==> src/rtl/ripple_fifo_pkg.sv <==
package ripple_fifo_pkg;

  // Per-cycle commands from the control to the stage chain.
  typedef struct packed {
    logic push;   // load a word into the input stage
    logic pop;    // empty the output stage
    logic shift;  // move the output word one bit toward the serial pin
  } fifo_strobe_t;

endpackage

==> src/rtl/ripple_fifo_ctrl.sv <==
module ripple_fifo_ctrl
  import ripple_fifo_pkg::*;
#(
  parameter int WIDTH = 8
) (
  input  logic             clk,
  input  logic             clearN,
  input  logic [WIDTH-1:0] dIn,
  input  logic             loadPar,
  input  logic             loadSer,
  input  logic             takePar,
  input  logic             takeSer,
  input  logic             headValid,
  input  logic             tailValid,
  output fifo_strobe_t     strobe,
  output logic [WIDTH-1:0] pushData
);

  localparam int CNT_W = $clog2(WIDTH);
  localparam logic [CNT_W-1:0] LAST_BIT = CNT_W'(WIDTH - 1);

  logic [CNT_W-1:0] inCnt;
  logic [CNT_W-1:0] outCnt;
  logic [WIDTH-1:0] inShift;
  logic [WIDTH-1:0] serWord;
  logic parIn, serIn, serInDone;
  logic parOut, serOut, serOutDone;

  always_comb begin
    // write side: parallel wins only between serial bytes
    parIn     = loadPar && !headValid && (inCnt == '0);
    serIn     = loadSer && !headValid && !parIn;
    serWord   = {inShift[WIDTH-2:0], dIn[0]};
    serInDone = serIn && (inCnt == LAST_BIT);
    // read side
    parOut     = takePar && tailValid && (outCnt == '0);
    serOut     = takeSer && tailValid && !parOut;
    serOutDone = serOut && (outCnt == LAST_BIT);

    strobe.push  = parIn || serInDone;
    strobe.pop   = parOut || serOutDone;
    strobe.shift = serOut && !serOutDone;
    pushData     = parIn ? dIn : serWord;
  end

  always_ff @(posedge clk or negedge clearN) begin
    if (!clearN) begin
      inCnt   <= '0;
      outCnt  <= '0;
      inShift <= '0;
    end else begin
      if (serIn) begin
        inShift <= serWord;
        inCnt   <= serInDone ? '0 : inCnt + 1'b1;
      end
      if (serOut) begin
        outCnt <= serOutDone ? '0 : outCnt + 1'b1;
      end
    end
  end

endmodule

==> src/rtl/ripple_fifo_path.sv <==
module ripple_fifo_path
  import ripple_fifo_pkg::*;
#(
  parameter int WIDTH      = 8,
  parameter int DEPTH      = 32,
  parameter int FLAG_LEVEL = 15
) (
  input  logic             clk,
  input  logic             clearN,
  input  fifo_strobe_t     strobe,
  input  logic [WIDTH-1:0] pushData,
  input  logic             outEn,
  output logic             headValid,
  output logic             tailValid,
  output logic [WIDTH-1:0] qOut,
  output logic             halfFlag
);

  localparam int TAIL  = DEPTH - 1;
  localparam int OCC_W = $clog2(DEPTH + 1);

  logic [DEPTH-1:0] valid, validNext;
  logic [WIDTH-1:0] data [DEPTH];
  logic [WIDTH-1:0] dataNext [DEPTH];
  logic [DEPTH-1:0] adv;
  logic [OCC_W-1:0] occupancy;

  // a stage hands its word on when the stage ahead is empty
  for (genvar i = 0; i < DEPTH; i++) begin : g_adv
    if (i == TAIL) begin : g_tail
      assign adv[i] = 1'b0;
    end else begin : g_body
      assign adv[i] = valid[i] && !valid[i+1];
    end
  end

  always_comb begin
    validNext = valid;
    dataNext  = data;
    // input stage
    if (strobe.push) begin
      validNext[0] = 1'b1;
      dataNext[0]  = pushData;
    end else if (adv[0]) begin
      validNext[0] = 1'b0;
    end
    // middle stages
    for (int k = 1; k < TAIL; k++) begin
      if (adv[k-1]) begin
        validNext[k] = 1'b1;
        dataNext[k]  = data[k-1];
      end else if (adv[k]) begin
        validNext[k] = 1'b0;
      end
    end
    // output stage
    if (adv[TAIL-1]) begin
      validNext[TAIL] = 1'b1;
      dataNext[TAIL]  = data[TAIL-1];
    end else if (strobe.pop) begin
      validNext[TAIL] = 1'b0;
    end else if (strobe.shift) begin
      dataNext[TAIL] = {data[TAIL][WIDTH-2:0], 1'b0};
    end
  end

  always_ff @(posedge clk or negedge clearN) begin
    if (!clearN) valid <= '0;
    else         valid <= validNext;
  end

  always_ff @(posedge clk) begin
    data <= dataNext;
  end

  always_comb begin
    occupancy = '0;
    for (int k = 0; k < DEPTH; k++) occupancy += OCC_W'(valid[k]);
  end

  assign halfFlag  = occupancy > OCC_W'(FLAG_LEVEL);
  assign headValid = valid[0];
  assign tailValid = valid[TAIL];
  assign qOut      = outEn ? data[TAIL] : '0;

endmodule

==> src/rtl/ripple_fifo.sv <==
module ripple_fifo
  import ripple_fifo_pkg::*;
#(
  parameter int WIDTH      = 8,
  parameter int DEPTH      = 32,
  parameter int FLAG_LEVEL = 15
) (
  input  logic             clk,
  input  logic             clearN,
  input  logic [WIDTH-1:0] dIn,
  input  logic             loadPar,
  input  logic             loadSer,
  input  logic             takePar,
  input  logic             takeSer,
  input  logic             outEn,
  output logic [WIDTH-1:0] qOut,
  output logic             outReady,
  output logic             inReady,
  output logic             halfFlag
);

  fifo_strobe_t     strobe;
  logic [WIDTH-1:0] pushData;
  logic             headValid;
  logic             tailValid;

  ripple_fifo_ctrl #(.WIDTH(WIDTH)) u_ctrl (
    .clk(clk), .clearN(clearN), .dIn(dIn),
    .loadPar(loadPar), .loadSer(loadSer),
    .takePar(takePar), .takeSer(takeSer),
    .headValid(headValid), .tailValid(tailValid),
    .strobe(strobe), .pushData(pushData)
  );

  ripple_fifo_path #(.WIDTH(WIDTH), .DEPTH(DEPTH), .FLAG_LEVEL(FLAG_LEVEL)) u_path (
    .clk(clk), .clearN(clearN), .strobe(strobe), .pushData(pushData),
    .outEn(outEn), .headValid(headValid), .tailValid(tailValid),
    .qOut(qOut), .halfFlag(halfFlag)
  );

  assign outReady = tailValid;
  assign inReady  = !headValid;

endmodule

==> config.mk <==
export PLATFORM = sky130hd
export DESIGN_NAME = ripple_fifo
export DESIGN_NICKNAME = d
export VERILOG_FILES = /design/src/rtl/ripple_fifo_pkg.sv /design/src/rtl/ripple_fifo_ctrl.sv /design/src/rtl/ripple_fifo_path.sv /design/src/rtl/ripple_fifo.sv
export SDC_FILE = /design/constraint.sdc
export NUM_CORES = 1
export LEC_CHECK = 0
export BUFFER_PORTS_ARGS = -buffer_cell sky130_fd_sc_hd__buf_4
export CAP_MARGIN = 30
export CORE_AREA = 2 2 142 144
export DETAILED_ROUTE_END_ITERATION = 8
export DIE_AREA = 0 0 144 146
export PLACE_DENSITY = 0.83
export SLEW_MARGIN = 20
export SYNTH_ARGS = -nofsm -noshare
export SYNTH_HDL_FRONTEND = slang
export SYNTH_SLANG_ARGS = --single-unit
==> constraint.sdc <==
create_clock -name clk -period 8.75 [get_ports clk]
set_input_delay 1.75 -clock clk [delete_from_list [all_inputs] [get_ports clk]]
set_output_delay 1.75 -clock clk [all_outputs]
set_load 0.03 [all_outputs]
==> run_results.csv, run 1 <==
group,metric,value,unit
run_status,status,"finished clean",
floorplan,fp.dieH,146,um
detailed_routing,antenna_left,0,
clock_tree,insertion_delay,520,ps
finish,n_fill_cell,1249,
finish,layout.nets,621,
detailed_routing,via_per_inst,5.13,
detailed_routing,dr.pass1.iters,4,
clock_tree,htreeDepth,1,
yosys,avgSynthCellArea,20.6,sq um
finish,antenna_cells,0,
clock_tree,clock_sinks,301,
timing,fmax,0.144,GHz
floorplan,dieWidth,144,um
place,port_buffers,25,
detailed_routing,drt-wirelength-per-cell,17.5,um
global_routing,grt_pass1_wl,23900,um
place,dp_hpwl,9440,um
detailed_routing,via_count,4390,
finish,final_cell_mix,"256 x edfxtp_1, 56 x inv_1, 45 x dfrtp_1",
timing,tns,0,ps
timing,hold_viol,0,
detailed_routing,drt-initial-drc-count,299,
yosys,synthDistinctLibCells,29,
critical_path,path_cells,"ha_1, fa_1, fa_1, fa_1, fa_1, fa_1, fa_1, inv_1, ha_1, a21o_1, a21oi_1, o21ai_0, buf_4",
critical_path,slowest_stage,"fa_1",
critical_path,path_common_cell,"fa_1",
timing,skew,9.49,ps
timing,final-setup-viol-count,0,
hold_path,min_from,"u_path.data[43]",
critical_path,r2r-start,"u_ctrl.outCnt[0]",
yosys,synth_top_area_share,72.8,%
yosys,synth_nets,566,
critical_path,critPathTopFamily,"adder cells",
floorplan,io_pins,26,
detailed_routing,drc,0,
finish,final_common_cell,"edfxtp_1",
critical_path,cpPeakStageDelay,540,ps
floorplan,rows,51,
yosys,synthCells,513,
finish,layout-drive-gt1-share,16.1,%
global_routing,grt.total_usage,14.7,%
global_routing,antenna_found_initial,0,
clock_tree,cts_made_buffers,28,
floorplan,core_region_area,0.0193,sq mm
detailed_routing,drt_wl_total,15000,um
timing,post-route-min-period,6960,ps
timing,drv_slew,0,
critical_path,crit_start,"u_path.valid[0]",
critical_path,worstPathMaxFanout,6,
clock_tree,post_cts_resized,0,
hold_path,hold_path_class,"flop to flop",
global_routing,grt_max_degree,46,
yosys,synthTopCellsByArea,"edfxtp_1 73%, dfrtp_1 11%, fa_1 4.2%, mux2_2 2.5%, a21o_1 2.2%",
place,pre_cts_ws,2340,ps
finish,area_growth,13.4,%
timing,worstMarginPinSlew,842,ps
timing,relSlewSlack,43.7,%
critical_path,critPathBufInv,2,
timing,fin_crit_sh,79.5,%
timing,rsz0062_at_grt,"false",
global_routing,grt_overflow,0,
critical_path,critPathArrivalTime,5210,ps
job,drv_cap,0,
critical_path,worst_setup_path_start_kind,"flop",
yosys,syn_area,0.0106,sq mm
yosys,yosys.area.top_type,"edfxtp_1",
clock_tree,cts_tree,"yes",
floorplan,die_area,0.0210,sq mm
clock_tree,clk_pin_slew,60,ps
clock_tree,clockRootBuffer,"clkbuf_16",
critical_path,critPathKind,"flop to output port",
yosys,ys_ff_latch,301,
timing,fin_ws,1790,ps
floorplan,initial_core_util,54.6,%
yosys,yosys_warnings,0,
clock_tree,ctsHoldBuffers,0,
clock_tree,clockBufferDepth,3,
place,gp_congestion,0.747,
yosys,ys_seq_area_share,83.5,%
clock_tree,post_cts_buffers,0,
global_routing,grt_pass1_vias,4676,
critical_path,crit_required,7000,ps
critical_path,end_kind,"output port",
==> through the flow <==
step | std cells | instance area, sq um | util (%) | hold WS, ps
after CTS | 855 | 12000 | 61.9 | 413
after detailed placement | 803 | 11100 | 57.3 | 405
after floorplan | 513 | 10600 | - | 400
final | 855 | 12000 | 61.9 | 413
after global placement | 803 | 11100 | 57.3 | 402
after global routing | 855 | 12000 | 61.9 | 422
==> layer usage <==
metal / vias up / share of wire (%) / global-route usage, %
li1: 1976 / - / -
met3: 33 / 4.3 / 3.13
met2: 121 / 52 / 25.9
met4: 0 / 2.3 / 4.51
met1: 2260 / 41 / 18.2
met5: - / 0 / 0
==> synth_stat cells <==
cell type    n
and3b_1      1
a211oi_1     1
nor2_4       3
nor2b_1     10
mux2i_1      1
nand3b_1     1
nor4_1       1
nand2_4      1
and3_1       1
nor2b_4      1
a32o_1       1
a21oi_1      1
nand3b_4     1
mux2_2      23
and2_1       8
inv_1       56
ha_1        16
a221o_2      1
nand2_1      4
o21bai_1     1
edfxtp_1   256
o22ai_1      2
nand2b_1     1
o21ai_0      2
nor2_1      20
a21o_2       1
fa_1        22
a21o_1      31
dfrtp_1     45
==> sequential cells by signal, summed over array words and instances, names as in the netlist <==
| signal | cells |
|---|---|
| u_ctrl.inCnt | 3 |
| u_ctrl.inShift | 7 |
| u_ctrl.outCnt | 3 |
| u_path.data | 256 |
| u_path.valid | 32 |
==> logic make-up (layout without fill, tap and decap cells) <==
logic type               Yosys count  in the layout  synth area share [%]
multiplexers                      24             24                  2.55
buffers and inverters             56            133                  1.99
AND/OR/NAND/NOR                   53             53                  3.00
flip-flops                       301            301                  83.5
AO/OA/AOI/OAI                     41             41                  2.89
adder cells (fa/ha/maj)           38             38                  6.07
==> worst paths after layout <==
kind	end	slack, ps	cells after the start
worst max-delay path	halfFlag	1790	13
worst min-delay path	u_path.data[35]	410	0
worst max register to register	u_path.data[5]	7030	5
worst min register to register	u_path.data[35]	410	0
max in group asynchronous	u_ctrl.outCnt[1]	7110	1
min in group asynchronous	u_ctrl.inShift[3]	1230	1
==> layout make-up <==
cell class | count | area [sq um] | share of cell area, %
clock buffer | 41 | 781 | 6.52
multi-input combinational | 156 | 1530 | 12.8
sequential | 301 | 8810 | 73.6
inverter | 56 | 210 | 1.76
timing repair buffer | 25 | 188 | 1.57
tap | 265 | 332 | 2.77
clock inverter | 11 | 118 | 0.982
Power of run 1 is not shown: default switching activity piles up to over one toggle a cycle in this logic, so the estimate is an artifact.
==> run 2: changes to the inputs <==
--- a/config.mk
+++ b/config.mk
@@ -5,12 +5,13 @@
 export SDC_FILE = /design/constraint.sdc
 export NUM_CORES = 1
 export LEC_CHECK = 0
+export ABC_AREA = 1
 export BUFFER_PORTS_ARGS = -buffer_cell sky130_fd_sc_hd__buf_4
 export CAP_MARGIN = 30
 export CORE_AREA = 2 2 142 144
 export DETAILED_ROUTE_END_ITERATION = 8
 export DIE_AREA = 0 0 144 146
-export PLACE_DENSITY = 0.83
+export PLACE_DENSITY = 0.85
 export SLEW_MARGIN = 20
 export SYNTH_ARGS = -nofsm -noshare
 export SYNTH_HDL_FRONTEND = slang
==> constraint.sdc (replaced) <==
create_clock -name clk -period 6 [get_ports clk]
set_input_delay 1.2 -clock clk [delete_from_list [all_inputs] [get_ports clk]]
set_output_delay 1.2 -clock clk [all_outputs]
set_load 0.03 [all_outputs]
==> run_results.csv, run 2 <==
group,metric,value,unit
hold_path,min_from,"u_path.data[142]",
run_status,status,"finished, violations left",
yosys,async_flop_share,15.0,%
finish,fin_util,61.8,%
finish,layout.nets,695,
critical_path,r2r-start,"u_ctrl.inCnt[1]",
critical_path,slowest_stage,"fa_2",
critical_path,crit_required,4800,ps
finish,final_common_cell,"edfxtp_1",
finish,multiInputGateArea,0.00138,sq mm
clock_tree,cts_made_buffers,26,
yosys,synthCells,585,
yosys,synthDistinctLibCells,23,
global_routing,grt_overflow,0,
floorplan,die_area,0.0210,sq mm
clock_tree,cts_tree,"yes",
timing,fin_crit_sh,102,%
finish,final_cell_mix,"256 x edfxtp_1, 83 x inv_1, 49 x nand2_1",
critical_path,path_cells,"inv_2, ha_4, fa_1, fa_2, fa_1, fa_1, fa_1, fa_1, inv_1, ha_1, nand2_1, nand2_1, nand2_1, nand2_1, nand2_1, nand2_1, nand2_1, nand2_1, buf_6",
critical_path,worstPathMaxFanout,2,
finish,layout-drive-gt1-share,14.2,%
critical_path,critPathArrivalTime,4950,ps
yosys,synthTopCellsByArea,"edfxtp_1 73%, dfrtp_1 11%, fa_1 4.2%, inv_1 3.0%, ha_1 1.9%",
hold_path,hold_path_class,"flop to flop",
clock_tree,insertion_delay,520,ps
critical_path,end_kind,"output port",
detailed_routing,via_per_inst,4.98,
place,gp_congestion,0.777,
critical_path,critPathTopFamily,"adder cells",
finish,largest_register_ffs,256,
clock_tree,ctsHoldBuffers,0,
place,port_buffers,25,
detailed_routing,drt-wirelength-per-cell,17.1,um
clock_tree,clk_pin_slew,60,ps
finish,largest_register,"u_path.data",
place,dp_hpwl,9970,um
clock_tree,clockBufferDepth,3,
finish,area_growth,13.3,%
finish,antenna_cells,0,
global_routing,antenna_found_initial,0,
yosys,yosys_warnings,0,
detailed_routing,drt_wl_total,15800,um
global_routing,met3_usage,3.06,%
timing,hold_viol,0,
detailed_routing,drc,0,
hold_path,hold_path_end,"u_path.data[134]",
yosys,yosys.area.top_type,"edfxtp_1",
job,drv_cap,0,
yosys,yosysMostFrequentCell,"edfxtp_1",
timing,skew,6.78,ps
critical_path,path_common_cell,"nand2_1",
finish,seq_area,0.00881,sq mm
timing,final-setup-viol-count,1,
detailed_routing,drt-initial-drc-count,327,
yosys,syn_area,0.0105,sq mm
clock_tree,clock_sinks,301,
timing,post-route-min-period,6150,ps
global_routing,grtUsageMet1,18.1,%
timing,fin_ws,-145,ps
yosys,ys_ff_latch,301,
floorplan,dieWidth,144,um
yosys,synth_flop_cell,"edfxtp_1",
detailed_routing,dr.pass1.iters,4,
finish,reg.largest.list,"u_path.data x256, u_path.valid x32, u_ctrl.inShift x7",
detailed_routing,antenna_left,0,
timing,worstMarginPinSlew,853,ps
critical_path,critPathBufInv,3,
clock_tree,htreeDepth,1,
global_routing,grt_pass1_vias,5016,
yosys,synth_nets,638,
yosys,avgSynthCellArea,18.0,sq um
clock_tree,clockRootBuffer,"clkbuf_16",
yosys,synth_top_area_share,72.9,%
detailed_routing,via_count,4612,
global_routing,grt.total_usage,15.5,%
floorplan,io_pins,26,
yosys,ys_seq_area_share,83.6,%
timing,rsz0062_at_grt,"true",
critical_path,cpPeakStageDelay,540,ps
global_routing,global_route.usage.met2,28.0,%
timing,drv_slew,0,
timing,fmax,0.163,GHz
critical_path,reg2reg_slack,4090,ps
run_status,failed_checks,"negative setup slack",
floorplan,core_region_area,0.0193,sq mm
global_routing,grt_pass1_wl,25000,um
hold_path,holdPathStages,0,
critical_path,worst_setup_path_start_kind,"flop",
global_routing,top_usage_layer,"met2",
floorplan,rows,51,
global_routing,grt_max_degree,46,
floorplan,initial_core_util,54.5,%
floorplan,fp.dieH,146,um
yosys,synth_edf_count,256,
critical_path,r2r-end,"u_path.data[251]",
critical_path,critPathKind,"flop to output port",
timing,relSlewSlack,42.9,%
critical_path,reg2reg_depth,5,
yosys,synthTopCellsByCount,"256 x edfxtp_1, 85 x inv_1, 49 x nand2_1",
finish,n_fill_cell,1269,
==> run 2: logic make-up after synthesis <==
| group | share of synthesized area, % |
|---|---|
| and+or+nand+nor | 4.07 |
| AOI/OAI and AO/OA | 2.81 |
| buffers and inverters | 3.41 |
| adders and majority gates | 6.08 |
| DFF | 83.6 |
==> run 2: routing by layer <==
layer	up-vias	wire length, um	part of all wire (%)
met1	2317	6260	40
met2	117	8380	53
li1	2139	-	-
met3	39	669	4.2
met5	-	0	0
met4	0	505	3.2
==> run 2: worst max-delay path by stage <==
stage | slack, ps | end | from | cells after the start
after floorplan | 370 | halfFlag | u_path.valid[0] | 17
after global placement | 270 | halfFlag | u_path.valid[0] | 18
after detailed placement | 150 | halfFlag | u_path.valid[0] | 18
after global routing | -310 | halfFlag | u_path.valid[18] | 20
final | -150 | halfFlag | u_path.valid[1] | 19
after CTS | -150 | halfFlag | u_path.valid[18] | 20
==> run 2: final cells by class <==
type | instances | area share [%]
clock buffers | 36 | 6.11
clock inverters | 12 | 0.995
inverters | 88 | 2.77
multi-input cells | 193 | 11.6
flip-flops and latches | 301 | 73.8
well taps | 265 | 2.78
repair buffers | 32 | 2.00
==> run 2: repair_timing <==
action                     in CTS  in global routing
resized for setup               6                  0
pin swaps                       6                  0
setup endpoints to repair       1                  1
buffers inserted                5                  0
==> run 2: stage by stage <==
step	TNS (ps)	setup slack, ps	std cells	cell area, sq um	hold slack (ps)
global route	-306	-306	927	11900	419
CTS	-155	-155	927	11900	417
global placement	0	270	872	11000	402
detailed placement	0	151	874	11000	405
floorplan	0	371	585	10500	400
finish	-145	-145	927	11900	417
Power of run 2 is left out for the same reason.
